<file path="config.mk">
export PLATFORM = sky130hd
export DESIGN_NAME = pf_read_gen
export DESIGN_NICKNAME = d
export VERILOG_FILES = /design/src/rtl/pfr_pkg.sv /design/src/rtl/pfr_classify.sv /design/src/rtl/pfr_len_calc.sv /design/src/rtl/pfr_xfer_ctrl.sv /design/src/rtl/pf_read_gen.sv
export SDC_FILE = /design/constraint.sdc
export NUM_CORES = 1
export LEC_CHECK = 0
export ABC_AREA = 1
export BUFFER_PORTS_ARGS = -buffer_cell sky130_fd_sc_hd__buf_2
export CORE_MARGIN = 1
export CORE_UTILIZATION = 33
export DETAILED_ROUTE_END_ITERATION = 16
export PLACE_DENSITY = 0.64
export SLEW_MARGIN = 20
export SYNTH_ARGS = -nofsm -noshare
export SYNTH_HDL_FRONTEND = slang
export SYNTH_SLANG_ARGS = --single-unit
</file>
<file path="constraint.sdc">
create_clock -name clk -period 3.83 [get_ports clk]
set_input_delay 1.149 -clock clk [delete_from_list [all_inputs] [get_ports clk]]
set_output_delay 1.149 -clock clk [all_outputs]
set_load 0.01 [all_outputs]
</file>
<file path="src/rtl/pfr_pkg.sv">
package pfr_pkg;

    localparam logic [3:0] CMD_RD       = 4'h6;
    localparam logic [3:0] CMD_RD_MULTI = 4'hC;
    localparam logic [3:0] CMD_RD_LINE  = 4'hE;

    typedef enum logic [1:0] {
        PF_NONE,
        PF_LINE,
        PF_MULTI
    } pf_kind_e;

    typedef enum logic [1:0] {
        ST_IDLE,
        ST_ADDR,
        ST_DATA
    } xfer_state_e;

endpackage

</file>
<file path="src/rtl/pfr_classify.sv">
module pfr_classify
    import pfr_pkg::*;
(
    input  logic [3:0] cmd,
    input  logic       pf_range,
    input  logic       addr_bit2,
    input  logic [3:0] be_in,
    output pf_kind_e   kind,
    output logic       req64,
    output logic [3:0] be_out
);

    always_comb begin
        kind = PF_NONE;
        if (cmd == CMD_RD_LINE) begin
            kind = PF_LINE;
        end else if (cmd == CMD_RD_MULTI || (cmd == CMD_RD && pf_range)) begin
            kind = PF_MULTI;
        end
        req64  = (kind != PF_NONE) && !addr_bit2;
        be_out = (kind == PF_NONE) ? be_in : 4'h0;
    end

endmodule

</file>
<file path="src/rtl/pfr_len_calc.sv">
module pfr_len_calc
    import pfr_pkg::*;
#(
    parameter int BND_LOG2  = 12,
    parameter int PAGE_LOG2 = 14,
    parameter int MULT_LOG2 = 1,
    parameter int LEN_W     = PAGE_LOG2 - 1
) (
    input  logic [PAGE_LOG2-3:0] dw_off,
    input  pf_kind_e             kind,
    input  logic [2:0]           cls_log2,
    input  logic                 flow,
    input  logic                 mr2,
    output logic [LEN_W-1:0]     len
);

    localparam int BND_DW  = 1 << (BND_LOG2 - 2);
    localparam int PAGE_DW = 1 << (PAGE_LOG2 - 2);

    logic [LEN_W-1:0] off_bnd;
    logic [LEN_W-1:0] dist_bnd;
    logic [LEN_W-1:0] off_page;
    logic [LEN_W-1:0] dist_page;
    logic [LEN_W-1:0] limit;
    logic [LEN_W-1:0] line_dw;
    logic [LEN_W-1:0] chunk;
    logic [LEN_W-1:0] off_chunk;
    logic [LEN_W-1:0] dist_chunk;

    always_comb begin
        off_bnd    = LEN_W'(dw_off[BND_LOG2-3:0]);
        dist_bnd   = LEN_W'(BND_DW) - off_bnd;
        off_page   = LEN_W'(dw_off);
        dist_page  = LEN_W'(PAGE_DW) - off_page;
        limit      = (flow && mr2) ? dist_page : dist_bnd;
        line_dw    = LEN_W'(1) << cls_log2;
        chunk      = (kind == PF_LINE) ? line_dw : (line_dw << MULT_LOG2);
        off_chunk  = LEN_W'(dw_off) & (chunk - LEN_W'(1));
        dist_chunk = chunk - off_chunk;
        if (kind == PF_NONE) begin
            len = LEN_W'(1);
        end else if (flow) begin
            len = limit;
        end else begin
            len = (dist_chunk < limit) ? dist_chunk : limit;
        end
    end

endmodule

</file>
<file path="src/rtl/pfr_xfer_ctrl.sv">
module pfr_xfer_ctrl
    import pfr_pkg::*;
#(
    parameter int ADDR_W   = 32,
    parameter int LEN_W    = 13,
    parameter int BND_LOG2 = 12
) (
    input  logic              clk,
    input  logic              rst_n,
    input  logic              req_valid,
    output logic              req_ready,
    input  logic [3:0]        ld_cmd,
    input  logic [ADDR_W-1:0] ld_addr,
    input  logic [3:0]        ld_be,
    input  logic              ld_req64,
    input  logic              ld_page,
    input  logic [LEN_W-1:0]  ld_len,
    output logic              m_start,
    output logic              m_frame,
    output logic [3:0]        m_cmd,
    output logic [ADDR_W-1:0] m_addr,
    output logic [3:0]        m_be,
    output logic              m_req64,
    output logic [LEN_W-1:0]  m_dwords,
    output logic              m_irdy,
    input  logic              m_trdy,
    input  logic              m_ack64,
    input  logic [63:0]       m_data,
    output logic              q_wr,
    output logic [63:0]       q_wdata,
    output logic              q_wdw2,
    input  logic              q_afull
);

    localparam int BND_DW = 1 << (BND_LOG2 - 2);

    typedef struct packed {
        xfer_state_e       st;
        logic [ADDR_W-1:0] addr;
        logic [3:0]        cmd;
        logic [3:0]        be;
        logic              req64;
        logic              page;
        logic [LEN_W-1:0]  len;
        logic [LEN_W-1:0]  rem;
    } ctrl_t;

    ctrl_t ctl_d;
    ctrl_t ctl_q;
    logic  two_dw;

    always_comb begin
        ctl_d     = ctl_q;
        req_ready = (ctl_q.st == ST_IDLE);
        m_start   = (ctl_q.st == ST_ADDR);
        m_frame   = (ctl_q.st != ST_IDLE);
        m_irdy    = (ctl_q.st == ST_DATA) && !q_afull;
        two_dw    = ctl_q.req64 && m_ack64 && (ctl_q.rem >= LEN_W'(2));
        q_wr      = m_irdy && m_trdy;
        q_wdw2    = q_wr && two_dw;
        q_wdata   = m_data;
        case (ctl_q.st)
            ST_IDLE: begin
                if (req_valid) begin
                    ctl_d.st    = ST_ADDR;
                    ctl_d.addr  = {ld_addr[ADDR_W-1:2], 2'b00};
                    ctl_d.cmd   = ld_cmd;
                    ctl_d.be    = ld_be;
                    ctl_d.req64 = ld_req64;
                    ctl_d.page  = ld_page;
                    ctl_d.len   = ld_len;
                    ctl_d.rem   = ld_len;
                end
            end
            ST_ADDR: begin
                ctl_d.st = ST_DATA;
            end
            ST_DATA: begin
                if (q_wr) begin
                    ctl_d.rem = ctl_q.rem - (two_dw ? LEN_W'(2) : LEN_W'(1));
                    if (ctl_d.rem == '0) begin
                        ctl_d.st = ST_IDLE;
                    end
                end
            end
            default: begin
                ctl_d.st = ST_IDLE;
            end
        endcase
    end

    always_ff @(posedge clk or negedge rst_n) begin
        if (!rst_n) begin
            ctl_q <= '{st: ST_IDLE, addr: '0, cmd: '0, be: '0, req64: 1'b0,
                       page: 1'b0, len: '0, rem: '0};
        end else begin
            ctl_q <= ctl_d;
        end
    end

    assign m_cmd    = ctl_q.cmd;
    assign m_addr   = ctl_q.addr;
    assign m_be     = ctl_q.be;
    assign m_req64  = ctl_q.req64;
    assign m_dwords = ctl_q.len;

    AST_START_AFTER_ACCEPT: assert property (@(posedge clk) disable iff (!rst_n)
        (req_valid && req_ready) |=> m_start);
    AST_START_PULSE: assert property (@(posedge clk) disable iff (!rst_n)
        m_start |=> !m_start);
    AST_BE_ALL_ON: assert property (@(posedge clk) disable iff (!rst_n)
        (m_start && m_req64) |-> (m_be == 4'h0));
    AST_REQ64_ALIGNED: assert property (@(posedge clk) disable iff (!rst_n)
        (m_start && m_req64) |-> !m_addr[2]);
    AST_NO_WR_AFULL: assert property (@(posedge clk) disable iff (!rst_n)
        q_afull |-> (!q_wr && !m_irdy));
    AST_WIDE_NEEDS_ACK: assert property (@(posedge clk) disable iff (!rst_n)
        q_wdw2 |-> (m_req64 && m_ack64));
    AST_BND_4K: assert property (@(posedge clk) disable iff (!rst_n)
        (m_start && !ctl_q.page) |->
        ((LEN_W'(m_addr[BND_LOG2-1:2]) + m_dwords) <= LEN_W'(BND_DW)));
    AST_END_AT_LAST: assert property (@(posedge clk) disable iff (!rst_n)
        (q_wr && ((q_wdw2 && ctl_q.rem == LEN_W'(2)) ||
                  (!q_wdw2 && ctl_q.rem == LEN_W'(1)))) |=> !m_frame);

endmodule

</file>
<file path="src/rtl/pf_read_gen.sv">
module pf_read_gen
    import pfr_pkg::*;
#(
    parameter int ADDR_W    = 32,
    parameter int BND_LOG2  = 12,
    parameter int PAGE_LOG2 = 14,
    parameter int MULT_LOG2 = 1,
    parameter int LEN_W     = PAGE_LOG2 - 1
) (
    input  logic              clk,
    input  logic              rst_n,
    input  logic              req_valid,
    output logic              req_ready,
    input  logic [3:0]        req_cmd,
    input  logic [ADDR_W-1:0] req_addr,
    input  logic [3:0]        req_be,
    input  logic              req_pf_range,
    input  logic              req_mr2,
    input  logic [2:0]        req_cls_log2,
    input  logic              req_flow,
    output logic              m_start,
    output logic              m_frame,
    output logic [3:0]        m_cmd,
    output logic [ADDR_W-1:0] m_addr,
    output logic [3:0]        m_be,
    output logic              m_req64,
    output logic [LEN_W-1:0]  m_dwords,
    output logic              m_irdy,
    input  logic              m_trdy,
    input  logic              m_ack64,
    input  logic [63:0]       m_data,
    output logic              q_wr,
    output logic [63:0]       q_wdata,
    output logic              q_wdw2,
    input  logic              q_afull
);

    localparam int PAGE_DW = 1 << (PAGE_LOG2 - 2);

    pf_kind_e         kind;
    logic             cls_req64;
    logic [3:0]       cls_be;
    logic [LEN_W-1:0] calc_len;

    pfr_classify u_classify (
        .cmd       (req_cmd),
        .pf_range  (req_pf_range),
        .addr_bit2 (req_addr[2]),
        .be_in     (req_be),
        .kind      (kind),
        .req64     (cls_req64),
        .be_out    (cls_be)
    );

    pfr_len_calc #(
        .BND_LOG2  (BND_LOG2),
        .PAGE_LOG2 (PAGE_LOG2),
        .MULT_LOG2 (MULT_LOG2),
        .LEN_W     (LEN_W)
    ) u_len_calc (
        .dw_off   (req_addr[PAGE_LOG2-1:2]),
        .kind     (kind),
        .cls_log2 (req_cls_log2),
        .flow     (req_flow),
        .mr2      (req_mr2),
        .len      (calc_len)
    );

    pfr_xfer_ctrl #(
        .ADDR_W   (ADDR_W),
        .LEN_W    (LEN_W),
        .BND_LOG2 (BND_LOG2)
    ) u_xfer_ctrl (
        .clk       (clk),
        .rst_n     (rst_n),
        .req_valid (req_valid),
        .req_ready (req_ready),
        .ld_cmd    (req_cmd),
        .ld_addr   (req_addr),
        .ld_be     (cls_be),
        .ld_req64  (cls_req64),
        .ld_page   (req_flow && req_mr2),
        .ld_len    (calc_len),
        .m_start   (m_start),
        .m_frame   (m_frame),
        .m_cmd     (m_cmd),
        .m_addr    (m_addr),
        .m_be      (m_be),
        .m_req64   (m_req64),
        .m_dwords  (m_dwords),
        .m_irdy    (m_irdy),
        .m_trdy    (m_trdy),
        .m_ack64   (m_ack64),
        .m_data    (m_data),
        .q_wr      (q_wr),
        .q_wdata   (q_wdata),
        .q_wdw2    (q_wdw2),
        .q_afull   (q_afull)
    );

    AST_PAGE_LIMIT: assert property (@(posedge clk) disable iff (!rst_n)
        m_start |-> ((LEN_W'(m_addr[PAGE_LOG2-1:2]) + m_dwords) <= LEN_W'(PAGE_DW)));
    AST_LEN_NONZERO: assert property (@(posedge clk) disable iff (!rst_n)
        m_start |-> (m_dwords != '0));

endmodule

</file>
# Word level (Yosys, flattened, before mapping)
# Cells that the tools add are included.
# totals
regBits	68
input_bits	116
out_inout_bits	124
word_cells	61
# op_classes
addsub	5
order_cmp	2
eq_ne	9
shifts	1
muxes	15
n_bitwise	1
n_reduce_logical	20
# ops
op	count
$mux W13	6
$mux W70	1
$pmux W13 S2	1
$sub A13 B13 Y13	2
$and A12 B13 Y13	1
$ge A13 B2 Y1 const B	1
$logic_not A13 Y1	1
$lt A13 B13 Y1	1
$shl A1 B3 Y13 const A	1
$sub A13 B1 Y13 const B	1
$sub A13 B12 Y13 const A	1
$sub A11 B10 Y12 const A	1
$mux W2	5
$eq A4 B4 Y1 const B	2
$logic_and A1 B1 Y1	8
$ne A2 B2 Y1 const B	3
$pmux W2 S3	1
$reduce_and A3 Y1	2
$reduce_bool A2 Y1	3
$eq A2 B1 Y1 const B	2
$eq A4 B3 Y1 const B	1
$logic_not A2 Y1	2
$mux W4	1
$eq A2 B2 Y1 const B	1
other kinds (3)	4

# Depth between registers and ports, before layout
# logic_depth
depth_word	16
mapped_depth	33
mapped_depth_nobuf	32

# Modules after synthesis
# A second synthesis with hierarchy kept.
# unflattened
hier_cells	846
area_unflattened_um2	5646.7
# by_module_without_submodules
module	instances	cells_each	area_per_inst_um2	seq_area_each_um2
pfr_xfer_ctrl	1	509	3991.3	1676.6
pfr_len_calc	1	314	1551.5	0.0
pfr_classify	1	21	96.3	0.0
pf_read_gen	1	2	7.5	0.0

# Worst setup path after synthesis
# Ideal clock, no wire load.
# synth_path
path_kind	input-to-reg
start	input port req_cls_log2[1]
end	register u_xfer_ctrl.ctl_q[2] in the netlist's numbering
setup_time_ns	0.119
arrival_time_ns	4.290
required_ns	3.711
setup_slack_ns	-0.579
stages	25
n_path_buf	1
path_cell_list	nor2_1 nand2_1 nor2_2 inv_1 ha_1 or2_2 nand3_1 nand2_1 nand4_1 nand2_1 nand2_1 nand3_1 and2_1 ha_1 nand2_1 o21bai_1 nand2_1 a21oi_1 nand2_1 inv_2 nand2_1 buf_2 o211ai_1 nor3_1 o21a_1
# synth_via
elab_chain_len	11
# synth_lines
element	line	text
start, declared	pf_read_gen.sv:19	input logic [2:0] req_cls_log2,
$shl A1 B3 Y13 (*)	pfr_len_calc.sv:36	line_dw = LEN_W'(1) << cls_log2;
$mux W13 (*)	pfr_len_calc.sv:37	chunk = (kind == PF_LINE) ? line_dw : (line_dw << MULT_LOG2);
$sub A13 B1 Y13	pfr_len_calc.sv:38	off_chunk = LEN_W'(dw_off) & (chunk - LEN_W'(1));
$and A12 B13 Y13	pfr_len_calc.sv:38	
$sub A13 B13 Y13 (*)	pfr_len_calc.sv:39	dist_chunk = chunk - off_chunk;
$lt A13 B13 Y1	pfr_len_calc.sv:45	len = (dist_chunk < limit) ? dist_chunk : limit;
$mux W13 (*)	pfr_len_calc.sv:45	
$mux W13 (*)	pfr_len_calc.sv:42	end else if (flow) begin
$mux W13 (*)	pfr_len_calc.sv:40	if (kind == PF_NONE) begin
$mux W70 (*)	pfr_xfer_ctrl.sv:64	if (req_valid) begin
$pmux W13 S2 (*)	pfr_xfer_ctrl.sv:62	case (ctl_q.st)
end signal, assigned	pfr_xfer_ctrl.sv:94	ctl_q <= '{st: ST_IDLE, addr: '0, cmd: '0, be: '0, req64: 1'b0,
end signal, assigned	pfr_xfer_ctrl.sv:97	ctl_q <= ctl_d;
end, declared	pfr_xfer_ctrl.sv:49	ctrl_t ctl_q;
# Every way passes the cells marked *; elsewhere a longest branch is shown, timed or not. The select of a mux whose other input is x is not followed.
# A chain may end at the register's enable or synchronous reset.

# Final worst setup path
# layout_path
start	input port req_cmd[1]
end	register u_xfer_ctrl.ctl_q[4] in the netlist's numbering
# layout_via
elab_chain_len	16
word_cells_on_any_way	19
# layout_lines
element	line	text
start, declared	pf_read_gen.sv:14	input logic [3:0] req_cmd,
$eq A4 B3 Y1	pfr_classify.sv:17	end else if (cmd == CMD_RD_MULTI || (cmd == CMD_RD && pf_range)) begin
$logic_and A1 B1 Y1	pfr_classify.sv:17	
$logic_or A1 B1 Y1	pfr_classify.sv:17	
$mux W2	pfr_classify.sv:17	
$mux W2 (*)	pfr_classify.sv:15	if (cmd == CMD_RD_LINE) begin
$eq A2 B1 Y1	pfr_len_calc.sv:37	
$mux W13	pfr_len_calc.sv:37	
$sub A13 B1 Y13	pfr_len_calc.sv:38	
$and A12 B13 Y13	pfr_len_calc.sv:38	
$sub A13 B13 Y13	pfr_len_calc.sv:39	
$lt A13 B13 Y1	pfr_len_calc.sv:45	
$mux W13	pfr_len_calc.sv:45	
$mux W13	pfr_len_calc.sv:42	
$mux W13 (*)	pfr_len_calc.sv:40	
$mux W70 (*)	pfr_xfer_ctrl.sv:64	
$pmux W13 S2 (*)	pfr_xfer_ctrl.sv:62	
# Marked as above.

==> metrics.cfg <==
[power_and_ir_drop]
cellLeakagePower_nw = 4.00
worst_ir_drop_vdd_mv = 0.286
power.total_mw = 3.33
power_density_mw_per_mm2 = 433

[drt]
route.vias.total = 5226
post-route-drc-count = 0
ant_nets = 0
wirelength_um = 15700
dr.first_iter.drc_count = 277
routedWlPerCell_um = 13.9
via_per_inst = 4.60
drt_pass1_iterations = 4

[sta]
finalMaxSlewViolations = 0
rsz0062_at_grt = yes
tns_ps = -5240
max_freq_mhz = 242
worst_slew_pin_slew_ps = 1150
post-route-period-util_pct = 108
fin_worst_skew_ps = 9.26
hold_viol = 0
min_period_ps = 4130
hold_slack_ps = 462
setup_viol = 26
maxSlewHeadroom_pct = 23.0
layout_setup_ws_ps = -304

[synthesis]
synth-edff-count = 0
ys_async_sr_fraction_pct = 100
yosysWarnings = 0
yosys_register_bits = 67
synthCells = 767
yosys.cell_types.count = 46
syn_area_mm2 = 0.00548
yosysSeqAreaShare_pct = 30.6
synth_area_per_cell_um2 = 7.15
ys.flop_type = dfrtp_1

[cells_and_area]
nets = 1049
multiInputGateArea_mm2 = 0.00320
final_cells = 1136
final_cell_mix = nand2_1 (159), buf_4 (151), buf_2 (101)
areaGrowthSynthToFinish_pct = 40.3
drive_gt1_share_pct = 49.0
final_common_cell = nand2_1
diodes = 0
layout.area.seq_mm2 = 0.00168
n_fill_cell = 1524

[setup_path]
path_max_fanout = 6
cpMostUsedCell = nand2_2
start_kind = input port
cp-end-kind = register
criticalPathCategory = in2reg
cpPeakStageDelay_ps = 300
arrival_ps = 4380
crit_path_top_delay_cell = ha_4
cp.required_ps = 4080
r2r_cells = 17

[cts]
cts_sinks = 67
clk_pin_slew_ps = 60
clock_path_buffers = 2
htreeDepth = 3
ctsRootBufferMaster = clkbuf_16
hold_buffers = 0
cts_buffers = 9
cts_tree = yes
clock_latency_ps = 340

[placement]
dp_cells = 1065
gp_congestion = 0.905
post-place-ws_ps = -786
io_buffer_count = 107
hpwl_um = 11200

[global_route]
grt_pass1_wl_um = 24300
grtUsageTotal_pct = 18.2
grt_start_max_net_pins = 49
grt_pass1_vias = 5173
grt-ovfl-total = 0
antenna_found_initial = 0

[hold_path]
hp-class = reg2reg
hold_path_depth = 2

[floorplanning]
core_mm2 = 0.0161
initial_core_util_pct = 34.1
fp.dieH_um = 131
fp-row-count = 46
ios = 240
die_x_um = 131
dieArea_mm2 = 0.0171

[job]
maxCapViolations = 0

[outcome]
status = finished, violations left
failed_checks = negative setup slack

[synthesized netlist by cell type, types with 3 or more instances]
cell	instances	share of area [%]
o21ai_1	6	0.55
a21oi_1	30	2.7
nor2_4	3	0.62
nand3_1	49	4.5
nand3_2	7	1.3
o21ai_0	32	2.9
nor4_1	3	0.34
inv_1	71	4.9
nor3_1	7	0.64
xor2_1	18	2.9
nand2_2	15	1.7
a21oi_2	4	0.64
nand2_4	7	1.4
dfrtp_1	67	31
nor2_1	55	3.8
nand2_1	195	13
buf_2	3	0.27
nor2_2	5	0.57
nand4_1	8	0.91
inv_2	9	0.62
clkbuf_1	14	0.96
ha_1	17	3.9
buf_4	117	16
[sequential cells by signal, indices dropped and copies added (netlist names)]
| register | flops |
|---|---|
| u_xfer_ctrl.m_dwords | 13 |
| u_xfer_ctrl.m_cmd | 4 |
| u_xfer_ctrl.m_be | 4 |
| u_xfer_ctrl.ctl_q | 15 |
| u_xfer_ctrl.m_addr | 30 |
| u_xfer_ctrl.m_req64 | 1 |
[per-layer routing]
| metal | track usage [%] | vias to the layer above | share of wire (%) |
|---|---|---|---|
| li1 | - | 2602 | - |
| met1 | 22.1 | 2414 | 43 |
| met2 | 32.4 | 161 | 49 |
| met3 | 2.89 | 49 | 4.6 |
| met4 | 6.69 | 0 | 2.8 |
| met5 | 0 | - | 0 |
[path summary, 6_finish.rpt]
check,startpoint,end,slack (ps)
worst max-delay path,req_cmd[1],u_xfer_ctrl.ctl_q[4],-300
worst min-delay path,u_xfer_ctrl.m_addr[28],u_xfer_ctrl.m_addr[28],460
worst max register to register,u_xfer_ctrl.ctl_q[5],u_xfer_ctrl.ctl_q[69],710
worst min register to register,u_xfer_ctrl.m_addr[28],u_xfer_ctrl.m_addr[28],460
max in group asynchronous,rst_n,u_xfer_ctrl.m_cmd[2],2370
min in group asynchronous,rst_n,u_xfer_ctrl.ctl_q[68],740
[critical path: cells and delay by family]
family,cells,cell delay (ps)
AOI/OAI and AO/OA,4,500
adders and majority gates,1,300
buffers and inverters,7,690
and+or+nand+nor,17,1720
[power by group]
part           switching (mW)  leakage, nW  total, mW  internal (mW)
Sequential              0.125        0.824       1.03          0.901
Combinational           0.710         3.01       1.34          0.627
Clock                   0.322        0.167      0.963          0.641
[through the flow]
stage / util (%) / cell area, µm²
2_1_floorplan: - / 5610
3_3_place_gp: 39.1 / 6280
3_5_place_dp: 39.1 / 6280
4_1_cts: 46.1 / 7400
5_1_grt: 47.9 / 7690
6_report: 47.9 / 7690
[layout make-up]
type                    count  area share [%]
repair buffers            269            24.1
well taps                 216            3.52
clock buffers               9            2.93
inverters                  81            4.43
multi-input cells         487            41.6
clock inverters             7            1.61
flip-flops and latches     67            21.8
[kinds of logic after synthesis]
kind of cell,after synthesis,synth area share [%]
simple gates,362,30.4
flops,67,30.6
mux,1,0.183
compound gates,83,8.54
xor+xnor,20,3.20
fa+ha+maj,18,4.25
other cells,1,0.0684
buf+inv,215,22.8
[what timing repair did]
| action | 4_1_cts | 5_1_grt |
|---|---|---|
| setup buffers | 52 | 5 |
| pin swaps | 73 | 34 |
| resized for setup | 88 | 61 |
| cloned | 1 | 0 |
| endpoints found under the setup margin | 26 | 26 |
No activity file was read; power rests on OpenSTA's default activity.
